==> src/rtl/ebs_pkg.sv <==
package ebs_pkg;
  localparam int DATA_W  = 8;
  localparam int LO_W    = 8;
  localparam int HI_W    = 4;
  localparam int ADDR_W  = 2;
  localparam int LO_ADDR = 0;
  localparam int HI_ADDR = 1;

  typedef struct packed {
    logic clr_all;  // standby or pin low: wipe both registers
    logic lo_hold;  // low register forced to zero
    logic wr_ok;    // bus writes may land
    logic qual;     // erase qualifiers met
  } ebs_ctl_t;
endpackage

==> src/rtl/ebs_cond.sv <==
module ebs_cond
  import ebs_pkg::*;
(
  input  logic     hw_stby_i,
  input  logic     sw_stby_i,
  input  logic     wr_pin_i,
  input  logic     sw_wen_i,
  input  logic     flash_on_i,
  input  logic     prog_lock_i,
  output ebs_ctl_t ctl_o
);
  always_comb begin
    ctl_o.clr_all = hw_stby_i | sw_stby_i | ~wr_pin_i;
    ctl_o.lo_hold = (wr_pin_i & ~sw_wen_i) | prog_lock_i;
    ctl_o.wr_ok   = flash_on_i & ~ctl_o.clr_all;
    ctl_o.qual    = flash_on_i & wr_pin_i & sw_wen_i & ~hw_stby_i & ~sw_stby_i;
  end
endmodule

==> src/rtl/ebs_wr.sv <==
module ebs_wr
  import ebs_pkg::*;
#(
  parameter int DW  = DATA_W,
  parameter int LW  = LO_W,
  parameter int HW  = HI_W,
  parameter int AW  = ADDR_W,
  parameter int LOA = LO_ADDR,
  parameter int HIA = HI_ADDR
) (
  input  ebs_ctl_t       ctl_i,
  input  logic [LW-1:0]  lo_q_i,
  input  logic [HW-1:0]  hi_q_i,
  input  logic [AW-1:0]  addr_i,
  input  logic           we_i,
  input  logic [DW-1:0]  wdata_i,
  output logic [LW-1:0]  lo_d_o,
  output logic [HW-1:0]  hi_d_o
);
  logic [LW-1:0] base_lo, cand_lo;
  logic [HW-1:0] cand_hi;
  logic          hit_lo, hit_hi, multi;

  always_comb begin
    base_lo = ctl_i.lo_hold ? '0 : lo_q_i;
    hit_lo  = we_i && ctl_i.wr_ok && !ctl_i.lo_hold && (addr_i == AW'(LOA));
    hit_hi  = we_i && ctl_i.wr_ok && (addr_i == AW'(HIA));
    cand_lo = hit_lo ? wdata_i[LW-1:0] : base_lo;
    cand_hi = hit_hi ? wdata_i[HW-1:0] : hi_q_i;
    multi   = $countones({cand_hi, cand_lo}) > 1;
    if (ctl_i.clr_all) begin
      lo_d_o = '0;
      hi_d_o = '0;
    end else if (multi) begin
      lo_d_o = base_lo;
      hi_d_o = hi_q_i;
    end else begin
      lo_d_o = cand_lo;
      hi_d_o = cand_hi;
    end
  end
endmodule

==> src/rtl/ebs_regs.sv <==
module ebs_regs #(
  parameter int LW = 8,
  parameter int HW = 4
) (
  input  logic          clk_i,
  input  logic          rst_ni,
  input  logic [LW-1:0] lo_d_i,
  input  logic [HW-1:0] hi_d_i,
  output logic [LW-1:0] lo_q_o,
  output logic [HW-1:0] hi_q_o
);
  always_ff @(posedge clk_i or negedge rst_ni) begin
    if (!rst_ni) begin
      lo_q_o <= '0;
      hi_q_o <= '0;
    end else begin
      lo_q_o <= lo_d_i;
      hi_q_o <= hi_d_i;
    end
  end
endmodule

==> src/rtl/ebs_rd.sv <==
module ebs_rd
  import ebs_pkg::*;
#(
  parameter int DW  = DATA_W,
  parameter int LW  = LO_W,
  parameter int HW  = HI_W,
  parameter int AW  = ADDR_W,
  parameter int LOA = LO_ADDR,
  parameter int HIA = HI_ADDR,
  localparam int NB = LW + HW
) (
  input  ebs_ctl_t       ctl_i,
  input  logic           flash_on_i,
  input  logic [LW-1:0]  lo_q_i,
  input  logic [HW-1:0]  hi_q_i,
  input  logic [AW-1:0]  addr_i,
  output logic [DW-1:0]  rdata_o,
  output logic [NB-1:0]  blk_en_o,
  output logic           erase_ok_o
);
  logic [NB-1:0] all_q;
  assign all_q = {hi_q_i, lo_q_i};

  always_comb begin
    rdata_o = '0;
    if (flash_on_i) begin
      if (addr_i == AW'(LOA))      rdata_o = DW'(lo_q_i);
      else if (addr_i == AW'(HIA)) rdata_o = DW'(hi_q_i);
    end
  end

  for (genvar g = 0; g < NB; g++) begin : g_mask
    assign blk_en_o[g] = all_q[g] & flash_on_i;
  end

  assign erase_ok_o = ctl_i.qual & $onehot(all_q);
endmodule

==> src/rtl/erase_blk_sel.sv <==
module erase_blk_sel
  import ebs_pkg::*;
#(
  parameter int DW  = DATA_W,
  parameter int LW  = LO_W,
  parameter int HW  = HI_W,
  parameter int AW  = ADDR_W,
  parameter int LOA = LO_ADDR,
  parameter int HIA = HI_ADDR,
  localparam int NB = LW + HW
) (
  input  logic          clk_i,
  input  logic          rst_ni,
  input  logic          hw_stby_i,
  input  logic          sw_stby_i,
  input  logic          wr_pin_i,
  input  logic          sw_wen_i,
  input  logic          flash_on_i,
  input  logic          prog_lock_i,
  input  logic [AW-1:0] bus_addr_i,
  input  logic          bus_we_i,
  input  logic [DW-1:0] bus_wdata_i,
  output logic [DW-1:0] bus_rdata_o,
  output logic [NB-1:0] blk_en_o,
  output logic          erase_ok_o
);
  ebs_ctl_t      ctl;
  logic [LW-1:0] lo_q, lo_d;
  logic [HW-1:0] hi_q, hi_d;

  ebs_cond u_cond (
    .hw_stby_i  (hw_stby_i),
    .sw_stby_i  (sw_stby_i),
    .wr_pin_i   (wr_pin_i),
    .sw_wen_i   (sw_wen_i),
    .flash_on_i (flash_on_i),
    .prog_lock_i(prog_lock_i),
    .ctl_o      (ctl)
  );

  ebs_wr #(.DW(DW), .LW(LW), .HW(HW), .AW(AW), .LOA(LOA), .HIA(HIA)) u_wr (
    .ctl_i  (ctl),
    .lo_q_i (lo_q),
    .hi_q_i (hi_q),
    .addr_i (bus_addr_i),
    .we_i   (bus_we_i),
    .wdata_i(bus_wdata_i),
    .lo_d_o (lo_d),
    .hi_d_o (hi_d)
  );

  ebs_regs #(.LW(LW), .HW(HW)) u_regs (
    .clk_i (clk_i),
    .rst_ni(rst_ni),
    .lo_d_i(lo_d),
    .hi_d_i(hi_d),
    .lo_q_o(lo_q),
    .hi_q_o(hi_q)
  );

  ebs_rd #(.DW(DW), .LW(LW), .HW(HW), .AW(AW), .LOA(LOA), .HIA(HIA)) u_rd (
    .ctl_i     (ctl),
    .flash_on_i(flash_on_i),
    .lo_q_i    (lo_q),
    .hi_q_i    (hi_q),
    .addr_i    (bus_addr_i),
    .rdata_o   (bus_rdata_o),
    .blk_en_o  (blk_en_o),
    .erase_ok_o(erase_ok_o)
  );
endmodule

==> config.mk <==
export PLATFORM = sky130hd
export DESIGN_NAME = erase_blk_sel
export DESIGN_NICKNAME = d
export VERILOG_FILES = /design/src/rtl/ebs_pkg.sv /design/src/rtl/ebs_cond.sv /design/src/rtl/ebs_wr.sv /design/src/rtl/ebs_regs.sv /design/src/rtl/ebs_rd.sv /design/src/rtl/erase_blk_sel.sv
export SDC_FILE = /design/constraint.sdc
export NUM_CORES = 1
export LEC_CHECK = 0
export BUFFER_PORTS_ARGS = -buffer_cell sky130_fd_sc_hd__buf_2
export CAP_MARGIN = 10
export CORE_MARGIN = 5
export CORE_UTILIZATION = 45
export CTS_BUF_LIST = sky130_fd_sc_hd__clkbuf_4 sky130_fd_sc_hd__clkbuf_8
export CTS_CLUSTER_DIAMETER = 40
export CTS_CLUSTER_SIZE = 40
export DETAILED_ROUTE_END_ITERATION = 10
export PLACE_DENSITY = 0.71
export RECOVER_POWER = 50
export SLEW_MARGIN = 0
export SYNTH_ARGS = -nofsm -noshare
export SYNTH_HDL_FRONTEND = slang
export SYNTH_SLANG_ARGS = --single-unit
==> constraint.sdc <==
create_clock -name clk_i -period 4.1 [get_ports clk_i]
set_input_delay 0.615 -clock clk_i [delete_from_list [all_inputs] [get_ports clk_i]]
set_output_delay 0.615 -clock clk_i [all_outputs]
set_load 0.05 [all_outputs]
==> results.sh <==
export IMPL_finalHoldViolCount=0
export IMPL_grt_max_degree=13
export IMPL_start_util_pct=46.25
export IMPL_wl_per_cell_microns=13.77
export IMPL_synthesis_area_sq_um=1680
export IMPL_power_w=0.0003112
export IMPL_numCtsBuffers=3
export IMPL_drtIter0Drc=46
export IMPL_grt_setup_unrepaired="yes"
export IMPL_synthArstFlopShare_pct=100.0
export IMPL_final_cell_count_no_fill=321
export IMPL_layout_commonest_cell="buf_4"
export IMPL_power_density_nw_per_um2=129.5
export IMPL_cp_startpoint="sw_stby_i"
export IMPL_syn_inst=190
export IMPL_place_congestion=0.8928
export IMPL_cts_sinks=12
export IMPL_rows=22
export IMPL_synth_ff_type="dfrtp_1"
export IMPL_setup_viol=13
export IMPL_whs_ns=0.3849
export IMPL_first_pass_iters=4
export IMPL_drc=0
export IMPL_skew_ns=0.001937
export IMPL_clock_fmax_mhz=204.7
export IMPL_synth_area_per_cell_sq_um=8.844
export IMPL_worst_path_max_fanout=8
export IMPL_dieArea_sq_um=5056
export IMPL_worstSkewPairLatency_ns=0.25
export IMPL_holdCritPathClass="input port to asynchronous set/reset pin"
export IMPL_relSlewSlack_pct=47.11
export IMPL_dp_cells=311
export IMPL_htreeDepth=1
export IMPL_antenna_left=0
export IMPL_root_buffer="clkbuf_8"
export IMPL_violations="negative setup slack"
export IMPL_overflow=0
export IMPL_area_growth_pct=43.04
export IMPL_tightest_slew_ns=0.7916
export IMPL_crit_end="u_regs.lo_q_o[5]"
export IMPL_synth_nets=243
export IMPL_tritoncts="done"
export IMPL_fill_cells=320
export IMPL_startpoint_type="input port"
export IMPL_vias_per_cell=4.913
export IMPL_synth_edf_count=0
export IMPL_grt_pass1_vias=1618
export IMPL_crit_required_ns=4.26
export IMPL_final_nets=327
export IMPL_routed_wl_mm=4.421
export IMPL_max_cap_violations=0
export IMPL_dp_hpwl_mm=3.647
export IMPL_antenna_cells=0
export IMPL_place_ws_ns=-1.169
export IMPL_clockBufferDepth=2
export IMPL_fp_dieH_microns=71.11
export IMPL_multiInputGateArea_sq_um=1321
export IMPL_drv_slew=0
export IMPL_status="finished, violations left"
export IMPL_synth_seq_cells=12
export IMPL_layout_common_cells="buf_4 (45), nand2_1 (33), buf_2 (31), inv_1 (26), ha_1 (16)"
export IMPL_cts_clk_slew_worst_paths_ns=0.06
export IMPL_reg2reg_depth=14
export IMPL_crit_path_end_kind="flip-flop"
export IMPL_antenna_found_initial=0
export IMPL_via_count=1577
export IMPL_ir_drop_uv=135.8
export IMPL_seqCellArea_sq_um=301.5
export IMPL_pin_count=40
export IMPL_synth_warnings=0
export IMPL_die_w_microns=71.11
export IMPL_numPortBuffers=39
export IMPL_drive_above_1_share_pct=41.03
export IMPL_worstPathArrival_ns=5.05
export IMPL_r2r_end="u_regs.lo_q_o[5]"
export IMPL_grt_pass1_wl_mm=7.493
export IMPL_setup_ws_ns=-0.7861
export IMPL_p_leak_nw=1.259
export IMPL_core_area_sq_um=3633
export IMPL_fin_crit_ns=4.886
export IMPL_timing_rr_start="u_regs.hi_q_o[2]"
export IMPL_crit_type="input port to flip-flop"
export IMPL_synthDistinctLibCells=31
export IMPL_track_usage_pct=18.82
export IMPL_yosysSeqAreaShare_pct=17.87
export IMPL_period_share_pct=119.2
export IMPL_r2r_slack_ns=-0.16
[worst min path at each step]
stage | end | slack, ns | cells past startpoint
finish | u_regs.lo_q_o[6] | 0.38 | 1
global route | u_regs.lo_q_o[3] | 0.44 | 1
CTS | u_regs.lo_q_o[6] | 0.25 | 1
detailed placement | u_regs.lo_q_o[6] | 0.51 | 1
global placement | u_regs.lo_q_o[4] | 0.50 | 1
floorplan | u_regs.hi_q_o[0] | 0.32 | 0
[synthesized netlist by cell type, types with 2 or more instances]
cell type / n / share of area [%]
a21oi_1: 2 / 0.60
and2_1: 14 / 5.2
and2_2: 3 / 1.3
buf_2: 3 / 0.89
dfrtp_1: 12 / 18
fa_1: 14 / 17
ha_1: 20 / 15
inv_1: 29 / 6.5
mux2_2: 4 / 2.7
mux2i_1: 16 / 9.5
nand2_1: 33 / 7.4
nand3_1: 8 / 2.4
nor2_1: 6 / 1.3
o21ai_0: 8 / 2.4
xnor2_1: 2 / 1.0
[logic make-up after synthesis]
family,synth area share (%)
simple gates,24.13
buf+inv,8.711
fa+ha+maj,31.57
mux,12.21
compound gates,4.468
flops,17.87
xor+xnor,1.043
[state kept, by name, indices dropped and copies added (netlist names)]
register       flops
u_regs.lo_q_o      8
u_regs.hi_q_o      4
[what timing repair did]
| action | 4_1_cts | 5_1_grt |
|---|---|---|
| setup endpoints to repair | 13 | 13 |
| hold buffers | 0 | 0 |
| pin swaps | 12 | 8 |
| setup buffers | 5 | 1 |
| resized for setup | 16 | 5 |
[cell type report]
cell class                      instances  share of cell area (%)
Clock buffer                            4                   2.290
Inverter                               29                   4.529
Multi-Input combinational cell        143                   54.97
Sequential cell                        12                   12.55
Tap cell                               48                   2.499
Timing Repair Buffer                   85                   23.16
[where the power goes]
part / internal [W] / switching [W] / leakage, nW
logic: 0.0000300 / 0.0000283 / 1.06
registers: 0.000119 / 0.000000214 / 0.166
clock network: 0.0000851 / 0.0000488 / 0.0288
[layer usage]
metal | track usage, % | part of all wire (%) | vias to the layer above
met4 | 2.505 | 0.38 | 0
met3 | 4.688 | 6.5 | 2
met5 | 0 | 0 | -
met2 | 34.60 | 51 | 40
li1 | - | - | 783
met1 | 22.60 | 42 | 752
[critical path: stages]
cell	delay, ns
buf_6	0.09
or3b_4	0.43
nor3_4	0.24
and2_4	0.21
o21ai_2	0.06
ha_2	0.31
inv_2	0.04
fa_1	0.47
fa_1	0.51
fa_1	0.41
inv_1	0.07
ha_2	0.18
fa_2	0.43
a2111o_1	0.36
nor3b_2	0.22
buf_6	0.18
mux2i_2	0.21
[metrics by stage]
| step | cell area (sq um) | utilization, % | TNS [ns] |
|---|---|---|---|
| finish | 2404 | 66.15 | -8.957 |
| global route | 2404 | 66.15 | -11.35 |
| floorplan | 1713 | - | -9.973 |
| detailed placement | 2222 | 61.16 | -13.73 |
| global placement | 2222 | 61.16 | -12.28 |
| CTS | 2385 | 65.63 | -9.347 |
Power figures use the tool's default switching activity.
